<file path="src/rtl/pcx_pkg.sv">
// Shared outcome codes for the post-correction transfer controller.
package pcx_pkg;
    typedef enum logic [1:0] {
        BS_CLEAN  = 2'b00,
        BS_ROWFIX = 2'b01,
        BS_UNCORR = 2'b10,
        BS_PARITY = 2'b11
    } blk_stat_e;
endpackage

</file>
<file path="src/rtl/pcx_frame_track.sv">
// Tracks one frame of block outcomes and decides whether the column pass runs.
// At frame end it snapshots the outcomes for the column stream and builds the
// protect mask. Assumes frame_done never coincides with blk_valid.
module pcx_frame_track
    import pcx_pkg::*;
#(
    parameter int NBLK  = 16,
    parameter int NUM_W = 5
) (
    input  logic              clk,
    input  logic              rst_n,
    input  logic              in_sync,
    input  logic              frame_start,
    input  logic              frame_done,
    input  logic              blk_valid,
    input  logic [NUM_W-1:0]  blk_num,
    input  logic [1:0]        blk_stat,
    input  logic              col_done,
    input  logic              vec_out,
    output logic              col_run,
    output logic              col_start,
    output logic [NBLK-1:0]   col_protect,
    output logic [2*NBLK-1:0] col_tab
);
    logic [1:0]       row_tab [NBLK];
    logic [NUM_W-1:0] rx_cnt;
    logic             in_frame, lost, any_unc, run_pend;
    logic             run_now;

    assign run_now = (rx_cnt == NUM_W'(NBLK)) && !lost && any_unc;

    // Record each block's outcome in the live table.
    always_ff @(posedge clk) begin
        for (int i = 0; i < NBLK; i++) begin
            if (!rst_n)
                row_tab[i] <= BS_PARITY;
            else if (blk_valid && blk_num == NUM_W'(i + 1))
                row_tab[i] <= blk_stat;
        end
    end

    // Frame bookkeeping: arrivals, sync loss and uncorrectable presence.
    always_ff @(posedge clk) begin
        if (!rst_n) begin
            rx_cnt   <= '0;
            in_frame <= 1'b0;
            lost     <= 1'b0;
            any_unc  <= 1'b0;
        end else if (frame_start) begin
            rx_cnt   <= '0;
            in_frame <= 1'b1;
            lost     <= !in_sync;
            any_unc  <= 1'b0;
        end else begin
            if (blk_valid && rx_cnt != '1)
                rx_cnt <= rx_cnt + 1'b1;
            if (in_frame && !in_sync)
                lost <= 1'b1;
            if (blk_valid && blk_stat == BS_UNCORR)
                any_unc <= 1'b1;
            if (frame_done)
                in_frame <= 1'b0;
        end
    end

    // Frame-end decision, snapshot, protect mask and column stream start.
    always_ff @(posedge clk) begin
        if (!rst_n) begin
            col_run     <= 1'b0;
            col_start   <= 1'b0;
            run_pend    <= 1'b0;
            col_protect <= '0;
            col_tab     <= '1;
        end else begin
            col_run   <= frame_done && run_now;
            col_start <= (frame_done && !run_now && vec_out) || (col_done && run_pend);
            if (frame_done && run_now)
                run_pend <= 1'b1;
            else if (col_done)
                run_pend <= 1'b0;
            if (frame_done) begin
                for (int i = 0; i < NBLK; i++) begin
                    col_tab[2*i +: 2] <= row_tab[i];
                    col_protect[i]    <= (row_tab[i] == BS_CLEAN) || (row_tab[i] == BS_ROWFIX);
                end
            end
        end
    end

    // The column pass is requested only after a fully received frame.
    assert_run_full_frame_R6: assert property (@(posedge clk) disable iff (!rst_n)
        col_run |-> ($past(rx_cnt) == NUM_W'(NBLK) && !$past(lost)));
endmodule

</file>
<file path="src/rtl/pcx_col_seq.sv">
// Walks the column-corrected snapshot in ascending order and offers one eligible
// block per hand-over. Assumes col_start never coincides with take_req.
module pcx_col_seq
    import pcx_pkg::*;
#(
    parameter int NBLK  = 16,
    parameter int NUM_W = 5
) (
    input  logic              clk,
    input  logic              rst_n,
    input  logic              col_start,
    input  logic              take_req,
    input  logic              int_move,
    input  logic [2*NBLK-1:0] col_tab,
    output logic              col_avail,
    output logic [NUM_W-1:0]  col_num
);
    logic             active, found;
    logic [NUM_W-1:0] ptr, idx;

    // Find the first eligible block at or above the pointer.
    always_comb begin
        found = 1'b0;
        idx   = '0;
        for (int i = 0; i < NBLK; i++) begin
            if (!found && NUM_W'(i) >= ptr &&
                col_tab[2*i +: 2] != BS_PARITY &&
                (col_tab[2*i +: 2] != BS_ROWFIX || int_move)) begin
                found = 1'b1;
                idx   = NUM_W'(i);
            end
        end
    end

    assign col_avail = active && found;
    assign col_num   = idx + 1'b1;

    // Advance the pointer on each hand-over; stop when nothing is left.
    always_ff @(posedge clk) begin
        if (!rst_n) begin
            active <= 1'b0;
            ptr    <= '0;
        end else if (col_start) begin
            active <= 1'b1;
            ptr    <= '0;
        end else if (active && take_req) begin
            if (found)
                ptr <= idx + 1'b1;
            else
                active <= 1'b0;
        end
    end

    // A parity block is never offered.
    assert_no_parity_R9: assert property (@(posedge clk) disable iff (!rst_n)
        col_avail |-> col_tab[2*idx +: 2] != BS_PARITY);
endmodule

</file>
<file path="src/rtl/pcx_req_timer.sv">
// Holds the current offer, drives the active-low request and times the readout
// window with the millisecond tick. It also keeps the sticky overrun flag.
// Assumes at most one tick per window cycle boundary.
module pcx_req_timer #(
    parameter int WIN_SHORT = 9,
    parameter int WIN_LONG  = 18,
    parameter int NUM_W     = 5,
    parameter int CNT_W     = 5
) (
    input  logic             clk,
    input  logic             rst_n,
    input  logic             tick_ms,
    input  logic             rd_done,
    input  logic             ovr_clr,
    input  logic             row_take,
    input  logic             col_take,
    input  logic [NUM_W-1:0] row_num_in,
    input  logic [NUM_W-1:0] col_num_in,
    output logic             int_n,
    output logic             row_ofr,
    output logic             col_ofr,
    output logic [NUM_W-1:0] row_num,
    output logic [NUM_W-1:0] col_num,
    output logic             ovr_flag
);
    logic             req, pending, last_tick;
    logic [CNT_W-1:0] cnt, limit;

    assign req       = row_take || col_take;
    assign pending   = !int_n;
    assign limit     = col_ofr ? CNT_W'(WIN_SHORT) : CNT_W'(WIN_LONG);
    assign last_tick = pending && tick_ms && (cnt == limit - CNT_W'(1));

    // Load a new offer, release on read-done, or release at window expiry.
    always_ff @(posedge clk) begin
        if (!rst_n) begin
            int_n   <= 1'b1;
            row_ofr <= 1'b0;
            col_ofr <= 1'b0;
            row_num <= '0;
            col_num <= '0;
            cnt     <= '0;
        end else if (req) begin
            int_n   <= 1'b0;
            row_ofr <= row_take;
            col_ofr <= col_take;
            row_num <= row_num_in;
            col_num <= col_num_in;
            cnt     <= '0;
        end else if (pending && rd_done) begin
            int_n <= 1'b1;
        end else if (last_tick) begin
            int_n <= 1'b1;
        end else if (pending && tick_ms) begin
            cnt <= cnt + 1'b1;
        end
    end

    // Sticky overrun: overwrite of a pending offer or unanswered expiry.
    always_ff @(posedge clk) begin
        if (!rst_n)
            ovr_flag <= 1'b0;
        else if ((req && pending) || (!req && !rd_done && last_tick))
            ovr_flag <= 1'b1;
        else if (ovr_clr)
            ovr_flag <= 1'b0;
    end

    assert_int_low_after_req_R1: assert property (@(posedge clk) disable iff (!rst_n)
        req |=> !int_n);
    assert_window_bound_R3: assert property (@(posedge clk) disable iff (!rst_n)
        !int_n |-> cnt < limit);
    assert_rd_release_R4: assert property (@(posedge clk) disable iff (!rst_n)
        (!int_n && rd_done && !req) |=> (int_n && $stable(ovr_flag) || ovr_clr));
    assert_ovr_sticky_R5: assert property (@(posedge clk) disable iff (!rst_n)
        (ovr_flag && !ovr_clr) |=> ovr_flag);
endmodule

</file>
<file path="src/rtl/pcx_xfer_ctrl.sv">
// Top of the post-correction transfer controller. It applies the row-stream
// filter, joins the frame tracker, column sequencer and request timer, and
// exposes the hand-over to the host. Assumes block numbers run 1..NBLK.
module pcx_xfer_ctrl
    import pcx_pkg::*;
#(
    parameter int NBLK      = 16,
    parameter int WIN_SHORT = 9,
    parameter int WIN_LONG  = 18,
    parameter int NUM_W     = $clog2(NBLK + 1)
) (
    input  logic             clk,
    input  logic             rst_n,
    input  logic             tick_ms,
    input  logic             in_sync,
    input  logic             frame_start,
    input  logic             frame_done,
    input  logic             blk_valid,
    input  logic [NUM_W-1:0] blk_num,
    input  logic [1:0]       blk_stat,
    input  logic             col_done,
    input  logic             rd_done,
    input  logic             ovr_clr,
    input  logic             cfg_int_move,
    input  logic             cfg_vec_out,
    output logic             int_n,
    output logic             row_ofr,
    output logic [NUM_W-1:0] row_num,
    output logic             col_ofr,
    output logic [NUM_W-1:0] col_num,
    output logic             ovr_flag,
    output logic             col_run,
    output logic [NBLK-1:0]  col_protect
);
    localparam int CNT_W = $clog2(WIN_LONG + 1);

    logic [2*NBLK-1:0] col_tab;
    logic              col_start, col_avail, row_take, col_take;
    logic [NUM_W-1:0]  seq_num;

    // Row stream filter: parity never, uncorrectable only when relaxed.
    assign row_take = blk_valid && blk_stat != BS_PARITY &&
                      (blk_stat != BS_UNCORR || cfg_int_move);
    assign col_take = blk_valid && col_avail;

    pcx_frame_track #(.NBLK(NBLK), .NUM_W(NUM_W)) u_track (
        .clk(clk), .rst_n(rst_n), .in_sync(in_sync),
        .frame_start(frame_start), .frame_done(frame_done),
        .blk_valid(blk_valid), .blk_num(blk_num), .blk_stat(blk_stat),
        .col_done(col_done), .vec_out(cfg_vec_out),
        .col_run(col_run), .col_start(col_start),
        .col_protect(col_protect), .col_tab(col_tab)
    );

    pcx_col_seq #(.NBLK(NBLK), .NUM_W(NUM_W)) u_seq (
        .clk(clk), .rst_n(rst_n), .col_start(col_start),
        .take_req(blk_valid), .int_move(cfg_int_move), .col_tab(col_tab),
        .col_avail(col_avail), .col_num(seq_num)
    );

    pcx_req_timer #(.WIN_SHORT(WIN_SHORT), .WIN_LONG(WIN_LONG),
                    .NUM_W(NUM_W), .CNT_W(CNT_W)) u_timer (
        .clk(clk), .rst_n(rst_n), .tick_ms(tick_ms), .rd_done(rd_done),
        .ovr_clr(ovr_clr), .row_take(row_take), .col_take(col_take),
        .row_num_in(blk_num), .col_num_in(seq_num),
        .int_n(int_n), .row_ofr(row_ofr), .col_ofr(col_ofr),
        .row_num(row_num), .col_num(col_num), .ovr_flag(ovr_flag)
    );
endmodule

</file>
<file path="config.mk">
export PLATFORM = sky130hd
export DESIGN_NAME = pcx_xfer_ctrl
export DESIGN_NICKNAME = d
export VERILOG_FILES = /design/src/rtl/pcx_pkg.sv /design/src/rtl/pcx_frame_track.sv /design/src/rtl/pcx_col_seq.sv /design/src/rtl/pcx_req_timer.sv /design/src/rtl/pcx_xfer_ctrl.sv
export SDC_FILE = /design/constraint.sdc
export NUM_CORES = 1
export LEC_CHECK = 0
export BUFFER_PORTS_ARGS = -buffer_cell sky130_fd_sc_hd__buf_2
export CAP_MARGIN = 20
export CORE_MARGIN = 5
export CORE_UTILIZATION = 45
export CTS_CLUSTER_DIAMETER = 100
export DETAILED_ROUTE_END_ITERATION = 6
export HOLD_SLACK_MARGIN = 0.03
export PLACE_DENSITY = 0.66
export SETUP_SLACK_MARGIN = 0.15
export SYNTH_ARGS = -nofsm -noshare
export SYNTH_HDL_FRONTEND = slang
export SYNTH_SLANG_ARGS = --single-unit
</file>
<file path="constraint.sdc">
create_clock -name clk -period 2.8 [get_ports clk]
set_clock_uncertainty 0.1 [all_clocks]
set_input_delay 0.42 -clock clk [delete_from_list [all_inputs] [get_ports clk]]
set_output_delay 0.42 -clock clk [all_outputs]
set_load 0.02 [all_outputs]
</file>
==> results of run 1 <==
[cells by family (layout without fill, tap and decap cells)]
group           Yosys count  in the layout  synth area share, %
simple gates            205            205                 19.0
compound gates          146            146                 18.8
flops                   116            116                 52.1
buf+inv                  49            117                 4.32
mux                      17             17                 3.36
xor+xnor                  7              7                 1.21
fa+ha+maj                 5              5                 1.23
[final timing paths]
path                                 from  cells after the start                      end
hold / removal                   col_done                      2         u_track.run_pend
setup / recovery             u_seq.ptr[0]                     10       u_timer.col_num[4]
setup reg to reg             u_seq.ptr[0]                     10       u_timer.col_num[4]
hold reg to reg   u_track.col_protect[15]                      1  u_track.col_protect[15]
[synth_stat cells, types with 4 or more instances]
master / instances
nor3_1: 4
nand3_1: 18
edfxtp_1: 32
o21ai_1: 4
inv_1: 15
ha_1: 5
a21o_1: 7
xor2_1: 6
dfxtp_1: 84
nand2_1: 85
a21oi_1: 43
mux2i_1: 17
clkbuf_1: 23
a31oi_1: 5
and3_1: 6
buf_4: 4
nor2_1: 40
o21a_1: 11
nand2b_1: 27
o21ai_0: 43
[through the flow]
step | instances | power, mW | worst slack (ns) | hold WS [ns] | utilization [%]
floorplan | 545 | 2.22 | 0.164 | 0.325 | -
global placement | 720 | 2.37 | 0.134 | 0.336 | 50.2
detailed placement | 720 | 2.38 | 0.0400 | 0.339 | 50.2
CTS | 752 | 4.30 | 0.156 | 0.0959 | 55.0
global route | 753 | 4.46 | 0.0361 | 0.119 | 55.4
finish | 753 | 4.29 | 0.174 | 0.102 | 55.4
[repair_timing]
action                     CTS  global route
gates cloned                 0             1
resized for setup            1             8
pin swaps                    0             2
setup endpoints to repair    3            16
[where the power goes]
part	leakage (nW)	switching [mW]	internal [mW]	total [mW]
clock network	0.259	0.726	1.20	1.92
registers	1.01	0.0523	1.82	1.87
logic	1.20	0.306	0.195	0.500
total	2.47	1.08	3.21	4.29
[sequential cells by signal (all words and copies together) (netlist names), 5 cells and up]
| name | cells |
|---|---|
| u_seq.ptr | 5 |
| u_track.col_protect | 16 |
| u_timer.col_num | 5 |
| u_track.rx_cnt | 5 |
| u_timer.row_num | 5 |
| u_track.row_tab | 32 |
| u_timer.cnt | 5 |
| u_track.col_tab | 32 |
[per-layer routing]
layer	global-route usage, %	vias up	part of all wire (%)
met2	29.8	110	46
li1	-	2025	-
met5	0	-	0
met3	5.03	42	4.6
met1	25.8	1961	46
met4	11.4	0	3.7
[final cells by class]
type	count	area, sq um
Timing Repair Buffer	68	402
Clock inverter	5	26.3
Fill cell	993	4880
Clock buffer	27	494
Tap cell	140	175
Inverter	17	65.1
Sequential cell	116	2640
Multi-Input combinational cell	380	2250
[placed cells by master (no fill, tap or decap), types with 3 or more instances in the layout]
cell,count
a211oi_1,3
a21o_1,7
a21oi_1,43
a31oi_1,5
and2_1,3
and3_1,6
buf_2,50
buf_4,16
clkbuf_1,8
clkbuf_16,18
clkinv_2,5
dfxtp_1,83
edfxtp_1,32
ha_1,4
inv_1,15
mux2i_1,17
nand2_1,85
nand2b_1,27
nand3_1,18
nand4_1,3
nor2_1,40
nor3_1,3
o211ai_1,3
o21a_1,11
o21ai_0,43
o21ai_1,4
xor2_1,6
[worst max-delay path: cells and delay by family, from the launching register on]
| family | cells | cell delay [ns] |
|---|---|---|
| fa+ha+maj | 1 | 0.26 |
| simple gates | 4 | 0.86 |
| flops | 1 | 0.39 |
| compound gates | 5 | 0.94 |
==> flow_metrics.py, run 1 <==
metrics = {
    "floorplanning": {
        "row_count": 38,
        "initial_core_util_pct": 46.4,
        "die-area_sq_um": 13500,
        "core_sq_um": 10900,
        "die_w_um": 116,
        "die_h_um": 116,
        "io_pins": 50,
    },
    "global_route": {
        "grt_pass1_wl_mm": 20.1,
        "grt_antenna_before_repair": 0,
        "grt_util_all_layers_pct": 19.7,
        "grt_max_degree": 35,
        "grt_pass1_vias": 3936,
        "grt_overflow_total": 0,
    },
    "synth": {
        "yosys-top-cells-area": "dfxtp_1 (33%), edfxtp_1 (19%), nand2_1 (6.3%), a21oi_1 (4.2%), o21ai_0 (4.2%)",
        "synth_edf_count": 32,
        "netlist.top_cell.by_area": "dfxtp_1",
        "synth-seq-cells": 116,
        "synth-seq-area-share_pct": 52.1,
        "syn_area_per_cell_sq_um": 9.30,
        "synthArstFlopShare_pct": 0,
        "syn_inst": 545,
        "yosysWarnings": 0,
        "synthFlopType": "dfxtp_1",
        "synth_area_sq_um": 5070,
        "synth.distinct_cells": 62,
        "netlist.area_leader.share_pct": 33.2,
        "synth_nets": 569,
    },
    "placed_design": {
        "place_area_sq_um": 5490,
        "hpwl_mm": 8.93,
        "port_buffers": 49,
        "routabilityCongestion": 0.925,
    },
    "power_and_ir_drop": {
        "peakVddDrop_mv": 0.465,
        "p_leak_nw": 2.47,
        "p_per_area_nw_per_um2": 709,
    },
    "sta": {
        "fmax_mhz": 381,
        "min_period_ns": 2.63,
        "rsz0062_at_grt": "yes",
        "worst_pin_slew_ns": 0.716,
        "slew_violations": 0,
        "setup_viol": 0,
        "tns_ns": 0,
        "slew_headroom_pct": 52.0,
        "hold_violations": 0,
        "fin_crit_sh_pct": 93.8,
    },
    "cts": {
        "insertion_delay_ns": 0.42,
        "htreeDepth": 4,
        "cts-buffers-inserted": 17,
        "hold_buffers": 0,
        "cts_root_buffer": "clkbuf_16",
        "clk_pin_slew_ns": 0.05,
        "clkSinkCount": 116,
        "post_cts_buffers": 0,
        "clockBufferDepth": 2,
        "cts_tree": "built",
    },
    "worst_setup_path": {
        "path_cells": "or2_4 -> a22oi_1 -> o21a_1 -> or3_4 -> o311ai_4 -> ha_2 -> nand2_1 -> nor3_2 -> o21ai_0 -> a21oi_1",
        "critical_path.max_stage_delay_ns": 0.43,
        "regToRegSetupSlack_ns": 0.17,
        "crit_required_ns": 3.05,
        "setup.worst_path.class": "flip-flop to flip-flop",
        "cp-start-kind": "flip-flop",
        "cp.arrival_ns": 2.88,
        "cpMaxStageDelayCell": "or3_4",
        "cp_max_fo": 5,
        "worst_setup_path_end_kind": "flip-flop",
    },
    "drt": {
        "wire_per_inst_um": 16.8,
        "vias": 4138,
        "routed_wl_mm": 12.6,
        "vias_per_cell": 5.50,
        "drtIter0Drc": 319,
        "drt_first_pass_iters": 5,
        "ant_nets": 0,
        "drc": 0,
    },
    "hold_path": {
        "hold_class": "input pin to flip-flop",
    },
    "cells_and_area": {
        "nNetsFinal": 624,
        "stdcell_area_sq_um": 6060,
        "drive_above_1_share_pct": 17.6,
        "area_delta_synth_final_pct": 19.5,
        "antennaDiodeCount": 0,
    },
    "status": {
        "status": "complete, no violations",
    },
    "run": {
        "drv_cap": 0,
    },
}
Note: power is estimated with default switching activity, not from simulation.
==> run 2, diff against run 1 <==
- ABC_AREA: not set -> 1
==> flow_metrics.py, run 2 <==
metrics = {
    "cells_and_area": {
        "layout_commonest_cell": "nand2_1",
        "layout_common_cells": "nand2_1 (164), dfxtp_1 (78), inv_1 (59), nor2_1 (50), buf_2 (49)",
        "drive_above_1_share_pct": 21.6,
        "utilization_pct": 57.3,
        "stdcell_area_sq_um": 6300,
        "reg_top3": "u_track.col_tab (32), u_track.row_tab (32), u_track.col_protect (16)",
        "area_delta_synth_final_pct": 23.6,
        "stdcell_count": 848,
        "antennaDiodeCount": 0,
        "nNetsFinal": 721,
    },
    "cts": {
        "cts-buffers-inserted": 17,
        "cts_root_buffer": "clkbuf_16",
        "clk_pin_slew_ns": 0.05,
        "cts_tree": "built",
        "insertion_delay_ns": 0.41,
        "clkSinkCount": 116,
        "htreeDepth": 4,
        "clockBufferDepth": 2,
    },
    "power_and_ir_drop": {
        "peakVddDrop_mv": 0.360,
        "p_leak_nw": 2.83,
        "power_mw": 4.50,
        "p_per_area_nw_per_um2": 715,
    },
    "drt": {
        "drc": 0,
        "m1WireLength_mm": 5.77,
        "wl_met3_um": 638,
        "ant_nets": 0,
        "vias": 4432,
        "vias_per_cell": 5.23,
        "wire_per_inst_um": 15.1,
        "drt_first_pass_iters": 5,
        "top_layer": "met4",
        "wl_met2_mm": 6.25,
        "drtIter0Drc": 284,
        "routed_wl_mm": 12.8,
    },
    "floorplanning": {
        "initial_core_util_pct": 46.4,
        "row_count": 38,
        "die-area_sq_um": 13500,
        "die_w_um": 116,
        "io_pins": 50,
        "core_sq_um": 11000,
        "die_h_um": 116,
    },
    "sta": {
        "tns_ns": 0,
        "slew_headroom_pct": 46.7,
        "hold_ws_ns": 0.0967,
        "min_period_ns": 2.56,
        "slew_violations": 0,
        "fin_ws_ns": 0.245,
        "fin_crit_sh_pct": 91.3,
        "hold_violations": 0,
        "worst_pin_slew_ns": 0.798,
        "rsz0062_at_grt": "yes",
        "setup_viol": 0,
        "fmax_mhz": 391,
    },
    "synth": {
        "synth_area_sq_um": 5090,
        "yosysWarnings": 0,
        "syn_inst": 631,
        "synth-seq-cells": 116,
        "netlist.area_leader.share_pct": 33.0,
        "synth_edf_count": 32,
        "synth.distinct_cells": 41,
        "synthFlopType": "dfxtp_1",
        "synthArstFlopShare_pct": 0,
        "synth_nets": 655,
        "yosys-top-cells-area": "dfxtp_1 (33%), edfxtp_1 (19%), nand2_1 (12%), inv_1 (4.7%), nor2_1 (4.2%)",
        "syn_area_per_cell_sq_um": 8.07,
        "netlist_top_cells_count": "nand2_1 (169), dfxtp_1 (84), inv_1 (64)",
        "synth-seq-area-share_pct": 51.9,
        "netlist.top_cell.by_area": "dfxtp_1",
        "synth.most_common_cell": "nand2_1",
    },
    "worst_setup_path": {
        "cp-start-kind": "flip-flop",
        "path_cells": "nand2_4 -> nand3_4 -> nor2_4 -> nor2_4 -> nand3_4 -> nor2_4 -> nand3_2 -> nor2_4 -> nand4_4 -> nor2_4 -> buf_6 -> nand3_1 -> nand4_1 -> ha_4 -> inv_2 -> nand2_2 -> nand2_1 -> nand2_1 -> nand2_1",
        "crit_required_ns": 3.00,
        "crit_top_cell": "nor2_4",
        "cp.arrival_ns": 2.76,
        "crit_family": "simple AND/OR/NAND/NOR gates",
        "cpMaxStageDelayCell": "dfxtp_4",
        "critical_path.max_stage_delay_ns": 0.41,
        "cp_max_fo": 5,
        "setup.worst_path.class": "flip-flop to flip-flop",
        "worst_setup_path_end_kind": "flip-flop",
        "path_buf_inv": 2,
    },
    "placed_design": {
        "dp_slack_ns": -0.0815,
        "dp.cells": 811,
        "place_area_sq_um": 5510,
        "hpwl_mm": 9.24,
        "port_buffers": 49,
        "routabilityCongestion": 0.880,
    },
    "global_route": {
        "grt_antenna_before_repair": 0,
        "grt_overflow_total": 0,
        "grt_max_degree": 49,
        "grt_pass1_vias": 4254,
        "grt_pass1_wl_mm": 20.7,
        "grt_util_all_layers_pct": 19.8,
    },
    "run": {
        "drv_cap": 0,
    },
    "status": {
        "status": "complete, no violations",
    },
    "hold_path": {
        "hold_class": "input pin to flip-flop",
    },
}
-- run 2: changes by cell type after synthesis, moves of 13 or more --
cell | before | now
nand3_1 | 18 | 34
inv_1 | 15 | 64
nand4_1 | 3 | 21
nand2_1 | 85 | 169
nand2b_1 | 27 | 0
a21oi_1 | 43 | 30
nor2_1 | 40 | 57
mux2i_1 | 17 | 0
-- run 2: area by class of cell --
| type | instances | area, sq um |
|---|---|---|
| Clock buffer | 27 | 524 |
| Clock inverter | 3 | 42.5 |
| Fill cell | 993 | 4690 |
| Inverter | 69 | 264 |
| Multi-Input combinational cell | 423 | 2220 |
| Sequential cell | 116 | 2660 |
| Tap cell | 140 | 175 |
| Timing Repair Buffer | 70 | 407 |
-- run 2: what timing repair did --
item / CTS / global route
setup endpoints to repair: 2 / 21
hold buffers: 0 / 0
buffers inserted: 0 / 7
pin swaps: 0 / 22
resized for setup: 2 / 51
-- run 2: cell families (layout without fill, tap and decap cells) --
kind of cell,after synthesis,after routing,synth area share [%]
XOR/XNOR,4,4,0.688
AND/OR/NAND/NOR,315,315,27.6
adder cells (fa/ha/maj),5,5,1.23
buffers and inverters,92,169,7.17
AO/OA/AOI/OAI,99,99,11.4
flip-flops,116,116,51.9
-- run 2: worst paths after layout --
kind / to / from / depth (start not counted) / slack, ns
min: u_track.lost / in_sync / 2 / 0.1
min reg2reg: u_timer.col_num[2] / u_timer.col_num[2] / 2 / 0.34
max: u_timer.col_num[2] / u_seq.ptr[1] / 19 / 0.24
max reg2reg: u_timer.col_num[2] / u_seq.ptr[1] / 19 / 0.24
-- run 2: report_power, final --
part | internal, mW | leakage, nW | switching [mW]
registers | 1.83 | 1.02 | 0.0518
logic | 0.198 | 1.54 | 0.385
clock network | 1.35 | 0.275 | 0.687
total | 3.38 | 2.83 | 1.12
-- run 2: routing by layer --
layer,vias to the layer above,GRT usage (%)
li1,2207,-
met1,2091,26.5
met2,121,31.5
met3,13,5.49
met4,0,5.80
met5,-,0
